**src/rtl/cfg_space_pkg.sv**
```systemverilog
`timescale 1ns/1ps
package cfg_space_pkg;
  localparam int BYTE_W = 8;
  localparam int ADDR_W = 16;

  localparam logic [7:0] IDX_UNIT_SEL = 8'h07;
  localparam logic [7:0] IDX_ID       = 8'h20;
  localparam logic [7:0] IDX_CHIPCFG  = 8'h21;
  localparam logic [7:0] IDX_BANK_LO  = 8'h30;
  localparam logic [7:0] IDX_ACT      = 8'h30;
  localparam logic [7:0] IDX_BASE_HI  = 8'h60;
  localparam logic [7:0] IDX_BASE_LO  = 8'h61;
  localparam logic [7:0] IDX_PIN_SEL  = 8'hF0;
  localparam logic [7:0] IDX_PIN_CFG  = 8'hF1;
  localparam logic [7:0] IDX_PIN_EVT  = 8'hF2;

  localparam logic [7:0] RD_EMPTY     = 8'hFF;
  localparam logic [7:0] CHIPCFG_RST  = 8'h01;

  localparam int         NUM_UNITS = 3;
  localparam int         GPIO_SLOT = 0;

  function automatic logic [7:0] unit_id(input int slot);
    case (slot)
      0:       unit_id = 8'h07;
      1:       unit_id = 8'h0D;
      default: unit_id = 8'h0E;
    endcase
  endfunction

  typedef struct packed {
    logic       en;
    logic [7:0] idx;
    logic [7:0] data;
  } cfg_wr_t;
endpackage

```
**src/rtl/cfg_port_decode.sv**
```systemverilog
`timescale 1ns/1ps
module cfg_port_decode
  import cfg_space_pkg::*;
#(
  parameter logic [ADDR_W-1:0] BASE_PRI = 16'h002E,
  parameter logic [ADDR_W-1:0] BASE_ALT = 16'h004E
) (
  input  logic [ADDR_W-1:0] io_addr,
  input  logic              strap_alt,
  output logic              hit_index,
  output logic              hit_data
);
  logic [ADDR_W-1:0] base_sel;

  always_comb begin
    base_sel  = strap_alt ? BASE_ALT : BASE_PRI;
    hit_index = (io_addr == base_sel);
    hit_data  = (io_addr == base_sel + 16'd1);
  end
endmodule

```
**src/rtl/cfg_unit_regs.sv**
```systemverilog
`timescale 1ns/1ps
module cfg_unit_regs
  import cfg_space_pkg::*;
(
  input  logic        clk,
  input  logic        rst_n,
  input  cfg_wr_t     wr,
  input  logic [7:0]  rd_idx,
  output logic [7:0]  act,
  output logic [15:0] base,
  output logic        rd_hit,
  output logic [7:0]  rd_val
);
  logic [7:0] act_q, act_d, hi_q, hi_d, lo_q, lo_d;
  logic       act_en, hi_en, lo_en;

  always_comb begin
    act_en = wr.en && (wr.idx == IDX_ACT);
    hi_en  = wr.en && (wr.idx == IDX_BASE_HI);
    lo_en  = wr.en && (wr.idx == IDX_BASE_LO);
    act_d  = wr.data;
    hi_d   = wr.data;
    lo_d   = wr.data;
  end

  always_ff @(posedge clk or negedge rst_n) begin
    if (!rst_n) begin
      act_q <= '0;
      hi_q  <= '0;
      lo_q  <= '0;
    end else begin
      if (act_en) act_q <= act_d;
      if (hi_en)  hi_q  <= hi_d;
      if (lo_en)  lo_q  <= lo_d;
    end
  end

  always_comb begin
    rd_hit = 1'b1;
    rd_val = RD_EMPTY;
    case (rd_idx)
      IDX_ACT:     rd_val = act_q;
      IDX_BASE_HI: rd_val = hi_q;
      IDX_BASE_LO: rd_val = lo_q;
      default:     rd_hit = 1'b0;
    endcase
  end

  assign act  = act_q;
  assign base = {hi_q, lo_q};

  // the base only moves on a write aimed at this unit
  p_base_hold_r7: assert property (@(posedge clk) disable iff (!rst_n)
    !wr.en |=> $stable(base));
  // the activate byte only moves on a write aimed at this unit
  p_act_hold_r6: assert property (@(posedge clk) disable iff (!rst_n)
    !wr.en |=> $stable(act));
endmodule

```
**src/rtl/gpio_pin_store.sv**
```systemverilog
`timescale 1ns/1ps
module gpio_pin_store
  import cfg_space_pkg::*;
#(
  parameter int PINS = 32
) (
  input  logic       clk,
  input  logic       rst_n,
  input  cfg_wr_t    wr,
  input  logic [7:0] rd_idx,
  output logic       rd_hit,
  output logic [7:0] rd_val
);
  localparam int PIN_W = $clog2(PINS);
  localparam int HI_W  = PIN_W - 3;

  logic [PIN_W-1:0] sel_q, sel_d;
  logic             sel_en;
  logic [7:0]       cfg_q [PINS];
  logic [7:0]       evt_q [PINS];
  logic [7:0]       sel_rb;

  always_comb begin
    sel_en = wr.en && (wr.idx == IDX_PIN_SEL);
    sel_d  = {wr.data[4 +: HI_W], wr.data[2:0]};
  end

  always_ff @(posedge clk or negedge rst_n) begin
    if (!rst_n)      sel_q <= '0;
    else if (sel_en) sel_q <= sel_d;
  end

  for (genvar p = 0; p < PINS; p++) begin : g_pin
    logic cfg_en, evt_en;
    always_comb begin
      cfg_en = wr.en && (wr.idx == IDX_PIN_CFG) && (sel_q == PIN_W'(p));
      evt_en = wr.en && (wr.idx == IDX_PIN_EVT) && (sel_q == PIN_W'(p));
    end
    always_ff @(posedge clk or negedge rst_n) begin
      if (!rst_n) begin
        cfg_q[p] <= '0;
        evt_q[p] <= '0;
      end else begin
        if (cfg_en) cfg_q[p] <= wr.data;
        if (evt_en) evt_q[p] <= wr.data;
      end
    end
  end

  always_comb begin
    sel_rb             = '0;
    sel_rb[4 +: HI_W]  = sel_q[PIN_W-1:3];
    sel_rb[2:0]        = sel_q[2:0];
    rd_hit             = 1'b1;
    rd_val             = RD_EMPTY;
    case (rd_idx)
      IDX_PIN_SEL: rd_val = sel_rb;
      IDX_PIN_CFG: rd_val = cfg_q[sel_q];
      IDX_PIN_EVT: rd_val = evt_q[sel_q];
      default:     rd_hit = 1'b0;
    endcase
  end

  // pin select changes only on a write to the GPIO bank
  p_pinsel_hold_r8: assert property (@(posedge clk) disable iff (!rst_n)
    !wr.en |=> $stable(sel_q));
endmodule

```
**src/rtl/indexed_cfg_space.sv**
```systemverilog
`timescale 1ns/1ps
module indexed_cfg_space
  import cfg_space_pkg::*;
#(
  parameter bit                VARIANT_ALT = 1'b0,
  parameter int                PINS        = 32,
  parameter logic [ADDR_W-1:0] BASE_PRI    = 16'h002E,
  parameter logic [ADDR_W-1:0] BASE_ALT    = 16'h004E
) (
  input  logic              clk,
  input  logic              rst_n,
  input  logic              strap_alt,
  input  logic [ADDR_W-1:0] io_addr,
  input  logic              io_wr,
  input  logic              io_rd,
  input  logic [7:0]        io_wdata,
  output logic [7:0]        io_rdata,
  output logic              chip_en,
  output logic              gpio_active,
  output logic [15:0]       gpio_base
);
  localparam logic [7:0] ID_CODE = VARIANT_ALT ? 8'hE9 : 8'hE5;

  // reset: asserted asynchronously, released on a clock edge
  logic rst_meta, rst_sync_n;
  always_ff @(posedge clk or negedge rst_n) begin
    if (!rst_n) begin
      rst_meta   <= 1'b0;
      rst_sync_n <= 1'b0;
    end else begin
      rst_meta   <= 1'b1;
      rst_sync_n <= rst_meta;
    end
  end

  logic hit_index, hit_data;
  cfg_port_decode #(.BASE_PRI(BASE_PRI), .BASE_ALT(BASE_ALT)) u_decode (
    .io_addr   (io_addr),
    .strap_alt (strap_alt),
    .hit_index (hit_index),
    .hit_data  (hit_data)
  );

  logic [7:0] index_q, index_d, chipcfg_q, chipcfg_d, unit_q, unit_d, rdata_q, rdata_d;
  logic       index_en, chipcfg_en, unit_en, rdata_en;
  logic       wr_data, banked;
  logic [7:0] data_mux;

  logic [NUM_UNITS-1:0] unit_hit;
  logic [7:0]           unit_val [NUM_UNITS];
  logic [7:0]           unit_act [NUM_UNITS];
  logic [15:0]          unit_base[NUM_UNITS];
  logic                 pin_hit;
  logic [7:0]           pin_val;
  cfg_wr_t              pin_wr;

  always_comb begin
    wr_data = io_wr && hit_data;
    banked  = (index_q >= IDX_BANK_LO);
  end

  for (genvar u = 0; u < NUM_UNITS; u++) begin : g_unit
    cfg_wr_t uwr;
    always_comb begin
      uwr.en   = wr_data && banked && (unit_q == unit_id(u));
      uwr.idx  = index_q;
      uwr.data = io_wdata;
    end
    cfg_unit_regs u_regs (
      .clk    (clk),
      .rst_n  (rst_sync_n),
      .wr     (uwr),
      .rd_idx (index_q),
      .act    (unit_act[u]),
      .base   (unit_base[u]),
      .rd_hit (unit_hit[u]),
      .rd_val (unit_val[u])
    );
  end

  always_comb begin
    pin_wr.en   = wr_data && banked && (unit_q == unit_id(GPIO_SLOT));
    pin_wr.idx  = index_q;
    pin_wr.data = io_wdata;
  end

  gpio_pin_store #(.PINS(PINS)) u_pins (
    .clk    (clk),
    .rst_n  (rst_sync_n),
    .wr     (pin_wr),
    .rd_idx (index_q),
    .rd_hit (pin_hit),
    .rd_val (pin_val)
  );

  // data-port read mux
  always_comb begin
    data_mux = RD_EMPTY;
    if (!banked) begin
      case (index_q)
        IDX_UNIT_SEL: data_mux = unit_q;
        IDX_ID:       data_mux = ID_CODE;
        IDX_CHIPCFG:  data_mux = chipcfg_q;
        default:      data_mux = RD_EMPTY;
      endcase
    end else begin
      for (int u = 0; u < NUM_UNITS; u++) begin
        if (unit_q == unit_id(u) && unit_hit[u]) data_mux = unit_val[u];
      end
      if (unit_q == unit_id(GPIO_SLOT) && pin_hit) data_mux = pin_val;
    end
  end

  // next state
  always_comb begin
    index_en   = io_wr && hit_index;
    index_d    = io_wdata;
    chipcfg_en = wr_data && (index_q == IDX_CHIPCFG);
    chipcfg_d  = io_wdata;
    unit_en    = wr_data && (index_q == IDX_UNIT_SEL);
    unit_d     = io_wdata;
    rdata_en   = io_rd && (hit_index || hit_data);
    rdata_d    = hit_index ? index_q : data_mux;
  end

  always_ff @(posedge clk or negedge rst_sync_n) begin
    if (!rst_sync_n) begin
      index_q   <= '0;
      chipcfg_q <= CHIPCFG_RST;
      unit_q    <= '0;
      rdata_q   <= '0;
    end else begin
      if (index_en)   index_q   <= index_d;
      if (chipcfg_en) chipcfg_q <= chipcfg_d;
      if (unit_en)    unit_q    <= unit_d;
      if (rdata_en)   rdata_q   <= rdata_d;
    end
  end

  assign io_rdata    = rdata_q;
  assign chip_en     = chipcfg_q[0];
  assign gpio_active = |unit_act[GPIO_SLOT];
  assign gpio_base   = unit_base[GPIO_SLOT];

  // index register holds unless the index port is written
  p_index_hold_r2: assert property (@(posedge clk) disable iff (!rst_sync_n)
    !(io_wr && hit_index) |=> $stable(index_q));
  // identification read returns the fixed code
  p_id_read_r3: assert property (@(posedge clk) disable iff (!rst_sync_n)
    (io_rd && hit_data && index_q == IDX_ID) |=> (io_rdata == ID_CODE));
  // chip enable only moves on a data write at index 0x21
  p_chip_en_hold_r4: assert property (@(posedge clk) disable iff (!rst_sync_n)
    !(wr_data && index_q == IDX_CHIPCFG) |=> $stable(chip_en));
  // read data holds between accepted reads
  p_rdata_hold_r11: assert property (@(posedge clk) disable iff (!rst_sync_n)
    !(io_rd && (hit_index || hit_data)) |=> $stable(io_rdata));
  // an unimplemented unit selection reads as all ones
  p_empty_unit_r10: assert property (@(posedge clk) disable iff (!rst_sync_n)
    (io_rd && hit_data && banked && unit_q == 8'h00) |=> (io_rdata == RD_EMPTY));
endmodule

```
**config.mk**
```make
export PLATFORM = sky130hd
export DESIGN_NAME = indexed_cfg_space
export DESIGN_NICKNAME = d
export VERILOG_FILES = /design/src/rtl/cfg_space_pkg.sv /design/src/rtl/cfg_port_decode.sv /design/src/rtl/cfg_unit_regs.sv /design/src/rtl/gpio_pin_store.sv /design/src/rtl/indexed_cfg_space.sv
export SDC_FILE = /design/constraint.sdc
export NUM_CORES = 1
export LEC_CHECK = 0
export BUFFER_PORTS_ARGS = -buffer_cell sky130_fd_sc_hd__buf_2
export CORE_UTILIZATION = 36
export CTS_BUF_LIST = sky130_fd_sc_hd__clkbuf_4
export DETAILED_ROUTE_END_ITERATION = 12
export MAX_ROUTING_LAYER = met4
export SYNTH_ARGS = -nofsm -noshare
export SYNTH_HDL_FRONTEND = slang
export SYNTH_SLANG_ARGS = --single-unit
```
**constraint.sdc**
```tcl
create_clock -name clk -period 47.6 [get_ports clk]
set_input_delay 11.9 -clock clk [delete_from_list [all_inputs] [get_ports clk]]
set_output_delay 11.9 -clock clk [all_outputs]
set_load 0.01 [all_outputs]
```
== Word level (Yosys, flattened, before mapping) ==
Index checks and enable logic that the tools add are counted.
Storage, ports and cells
  bits in registers: 623
  bits of input ports: 29
  output and inout port bits: 26
  logic and storage cells: 249
Cells by class
  $add $sub $neg: 1
  $lt $le $gt $ge: 2
  equal/unequal tests: 48
  muxes and demuxes: 23
  bitwise gates (word level): 1
  reductions and logical operators: 94
Operators with widths (number)
  one-hot mux 8 bit (3 select lines): 5
  2-to-1 mux 8 bit: 13
  logical AND 1 bit: 89
  binary-select mux 8 bit (select 5 bit): 2
  equality test 5 bit, second input constant: 16
  equality test 5 x 4 -> 1 bit, second input constant: 8
  equality test 16 bit: 2
  equality test 8 x 6 -> 1 bit, second input constant: 3
  equality test 8 bit: 3
  equality test 8 bit, second input constant: 3
  equality test 5 x 3 -> 1 bit, second input constant: 4
  adder 16 x 1 -> 16 bit, second input constant: 1
  equality test 8 x 3 -> 1 bit, second input constant: 2
  equality test 8 x 4 -> 1 bit, second input constant: 2
  equality test 8 x 7 -> 1 bit, second input constant: 2
  equality test 5 x 2 -> 1 bit, second input constant: 2
  greater-or-equal comparator 8 x 6 -> 1 bit, second input constant: 1
  OR reduction 8 bit: 1
  2-to-1 mux 7 bit: 1
  greater-or-equal comparator 6 bit, second input constant: 1
  NOT 5 -> 6 bit: 1
  OR reduction 3 bit: 2
  equality test 5 x 1 -> 1 bit, second input constant: 1
  logical NOT 5 bit: 1
  2 further kinds: 3

== Depth between registers and ports, before layout ==
  depth in word-level cells: 10
  gate-level depth with buffers: 10
  mapped depth without buffers: 6

== Cells and area by module ==
Synthesis repeated with hierarchy kept, for this count alone.
Unflattened totals
  cell total of the unflattened synthesis: 2009
  area total of the unflattened synthesis: 29973.7 um^2
By module, submodules not included
  gpio_pin_store: times used 1, cells an instance 1548, area an instance 24292.0 um^2, sequential area each 12937.4 um^2
  cfg_unit_regs: times used 3, cells an instance 88, area an instance 1181.1 um^2, sequential area each 600.6 um^2
  indexed_cfg_space: times used 1, cells an instance 185, area an instance 2043.2 um^2, sequential area each 852.1 um^2
  cfg_port_decode: times used 1, cells an instance 12, area an instance 95.1 um^2, sequential area each 0.0 um^2

== Worst setup path before layout ==
No wires, ideal clock.
  kind: input -> register
  start point: input io_addr[11]
  end point: register u_pins.evt_q[0] in the netlist's numbering
  library setup time: 125 ps
  arrival: 14448 ps
  data required time: 47475 ps
  path slack: 33027 ps
  stages: 9
  buffers on the path: 3
  path through: or4bb_1 > nor4_1 > nand4_1 > or3_1 > clkbuf_1 > buf_6 > buf_6 > nor3_4 > mux2_2
Between the ends
  cells in the longest elaborated chain, start to end: 6
RTL lines
  start: declaration: line indexed_cfg_space.sv:13  | input logic [ADDR_W-1:0] io_addr,
  equality test 16 bit: line cfg_port_decode.sv:18  | hit_data = (io_addr == base_sel + 16'd1);
  logical AND 1 bit: line indexed_cfg_space.sv:58  | wr_data = io_wr && hit_data;
  logical AND 1 bit (2 in a row): line indexed_cfg_space.sv:82  | pin_wr.en = wr_data && banked && (unit_q == unit_id(GPIO_SLOT));
  logical AND 1 bit (2 in a row): line gpio_pin_store.sv:37  | evt_en = wr.en && (wr.idx == IDX_PIN_EVT) && (sel_q == PIN_W'(p));
  end signal: indexed assignment: line gpio_pin_store.sv:45  | if (evt_en) evt_q[p] <= wr.data;
  end: declaration: line gpio_pin_store.sv:20  | logic [7:0] evt_q [PINS];
Every way passes these cells.
A chain may end at the register's enable or synchronous reset.

== Worst setup path in the final report ==
  start point: input io_addr[11]
  end point: register u_pins.evt_q[101] in the netlist's numbering
Same word-level chain as after synthesis.

==> impl_metrics.tcl <==
set metrics [dict create \
    layout_commonest_cell "mux2_2" \
    cp_max_fo 26 \
    core-area_um2 80420 \
    worst_pin_slew_ps 1095 \
    row_count 104 \
    area_delta_synth_final_pct 11.63 \
    synth-xor-area-share 0 \
    first_iter_violations 1205 \
    finalSetupTns_ps 0 \
    synth_top_family_by_area "multiplexers" \
    fp.dieW_um 286.7 \
    met3_usage 0.03688 \
    synth-edff-count 0 \
    io_buffers 54 \
    cp-start-kind "input port" \
    die_area_um2 82180 \
    clockBufferDepth 3 \
    antenna_found_initial 2 \
    pwr_density_cell_nw_per_um2 31.42 \
    async_flop_share 1.000 \
    ys_seq_area_frac 0.5344 \
    stdcell_area_um2 32570 \
    num_vias 18260 \
    post_dp_cell_area_um2 30470 \
    yosysUniqueCellTypes 65 \
    multiInputGateArea_um2 13000 \
    crit_required_ps 48460 \
    rsz0062_at_grt "no" \
    drt_wl_total_um 76630 \
    ff2ff_setup_slack_ps 43320 \
    die_h_um 286.7 \
    ys_ff_latch 623 \
    dpl.hpwl_um 46940 \
    grt_start_max_net_pins 181 \
    synthSimpleGateAreaFrac 0.06219 \
    post_cts_buffers 0 \
    ios 55 \
    reg2reg_to "u_pins.evt_q[101]" \
    postCtsHoldBufs 0 \
    cts_resized 0 \
    crit_arrival_ps 15560 \
    end_kind "register" \
    setup_violations 0 \
    finalHoldViolations 0 \
    clkSinkCount 623 \
    fmax_mhz 68.04 \
    synth-main-ff-cell "dfrtp_1" \
    htreeDepth 4 \
    ff2ff_path_depth 6 \
    finalCritPeriodShare 0.3087 \
    synth.top_cells.by_area "dfrtp_1 53%, mux2_2 25%, mux4_2 8.9%, clkbuf_1 1.5%, nor3_4 1.1%" \
    clk_pin_slew_ps 60 \
    r2r-start "u_pins.sel_q[0]" \
    ant_nets 0 \
    drc 0 \
    post-route-min-period_ps 14700 \
    numCtsBuffers 165 \
    cp-startpoint "io_addr[11]" \
    grt_first_pass_wirelength_um 120400 \
    initial_utilization 0.3628 \
    final_cell_mix "641 x mux2_2, 617 x dfrtp_1, 242 x clkbuf_4, 115 x mux4_2, 54 x buf_2" \
    overflow 0 \
    grt_pass1_vias 19500 \
    endpoint "u_pins.evt_q[101]" \
    cts_root_buffer "clkbuf_4" \
    crit_type "in -> reg" \
    outcome "completed" \
    drive_gt1_frac 0.5233 \
    drtPass1Iterations 6 \
    peakVddDrop_mv 0.02066 \
    hold_class "reg -> reg" \
    viasPerCell 5.572 \
    synth.avg_cell_area_um2 14.65 \
    fin_nets 2120 \
    synth_adder_area_share 0 \
    place_congestion 0.8339 \
    wl_per_cell_um 23.38 \
    synth-compound-area-share 0.04332 \
    synth_top_area_cell "dfrtp_1" \
    synth_nets 2020 \
    track_usage 0.1981 \
    fin_util 0.4050 \
    fin_skew_ps 53.32 \
    netlist_instances 1991 \
    synth_area_um2 29170 \
    slew_violations 0 \
    use_met2 0.2969 \
    synth_mux_area_frac 0.3389 \
    grt.busiest_layer "met2" \
    met1_usage 0.2658 \
    slew_headroom 0.2703 \
    hold_ws_ps 351.5 \
    seq_area_um2 15610 \
    yosys_warnings 0 \
    yosysTopAreaCellShare 0.5335 \
    fillers 7518 \
    cts_tree "yes" \
    cap_viol_max_count 0 \
    clk_latency_ps 1000 \
    leakagePower_nw 15.62 \
]
==> stage by stage <==
step           instances  worst slack [ps]  total power, mW
6_report            3278             32900            1.023
3_5_place_dp        2984             31930           0.5633
4_1_cts             3275             33040            1.040
2_1_floorplan       1991             28950           0.5536
5_1_grt             3278             32850            1.069
3_3_place_gp        2984             32060           0.5625
==> worst min-delay path by stage <==
stage               startpoint         end  slack, ps  cells past startpoint
floorplan             rst_meta  rst_sync_n        330                      0
global placement      rst_meta  rst_sync_n        340                      0
detailed placement    rst_meta  rst_sync_n        340                      0
CTS                   rst_meta  rst_sync_n        350                      0
global route          rst_meta  rst_sync_n        370                      0
finish                rst_meta  rst_sync_n        350                      0
==> cells in the mapped netlist, drive strengths merged, types with 4 or more instances <==
cell type  count
a211oi        24
a21oi         19
a221oi         6
a22o           6
a22oi         30
a32oi          5
and2           6
buf           39
clkbuf       113
dfrtp        622
mux2         641
mux2i          8
mux4         115
nand2         53
nand2b        11
nand3         31
nand4         14
nand4b        16
nor2          33
nor2b         24
nor3          35
nor4           6
o21ai         18
o221a          4
o221ai         7
o22ai         23
o311ai         6
o31ai          7
or2            4
or3           11
or3b           4
==> state kept, by name, indices dropped and copies added, names as in the netlist <==
name                count
u_pins.evt_q          256
unit_q                  8
rst_meta                1
index_q                 8
g_unit.u_regs.lo_q     24
chipcfg_q               8
g_unit.u_regs.act      24
u_pins.cfg_q          256
rst_sync_n              1
u_pins.sel_q            5
io_rdata                8
g_unit.u_regs.hi_q     24
==> layer usage <==
layer	vias to the layer above	share of wire	routed length [um]
met2	559	0.47	35740
li1	7862	-	-
met5	-	0	0
met4	0	0.026	2016
met3	132	0.057	4356
met1	9711	0.45	34510
==> cells by family after synthesis <==
logic type / after synthesis
DFF: 623
other: 1
and+or+nand+nor: 272
muxes: 764
AOI/OAI and AO/OA: 175
buffers and inverters: 156
==> final cells by class <==
type                    instances  share of cell area
flip-flops and latches        623              0.4792
multi-input cells            1212              0.3992
inverters                       4           0.0004610
clock buffers                 242             0.05578
repair buffers                 85             0.01621
clock inverters                49            0.008260
diodes                          3           0.0002305
well taps                    1060             0.04072
==> critical path: stages <==
cell and delay (ps):
buf_2 100, or4bb_1 500, nor4_1 550, nand4_1 390, or3_2 640, buf_4 410, nor3_4 610, mux2_2 410
==> power by group <==
| group | internal (mW) | leakage, nW | switching [mW] |
|---|---|---|---|
| Sequential | 0.530 | 8.68 | 0.000889 |
| Combinational | 0.00235 | 5.70 | 0.0199 |
| Clock | 0.244 | 1.24 | 0.226 |
| Total | 0.776 | 15.6 | 0.247 |
Power figures use the tool's default switching activity.
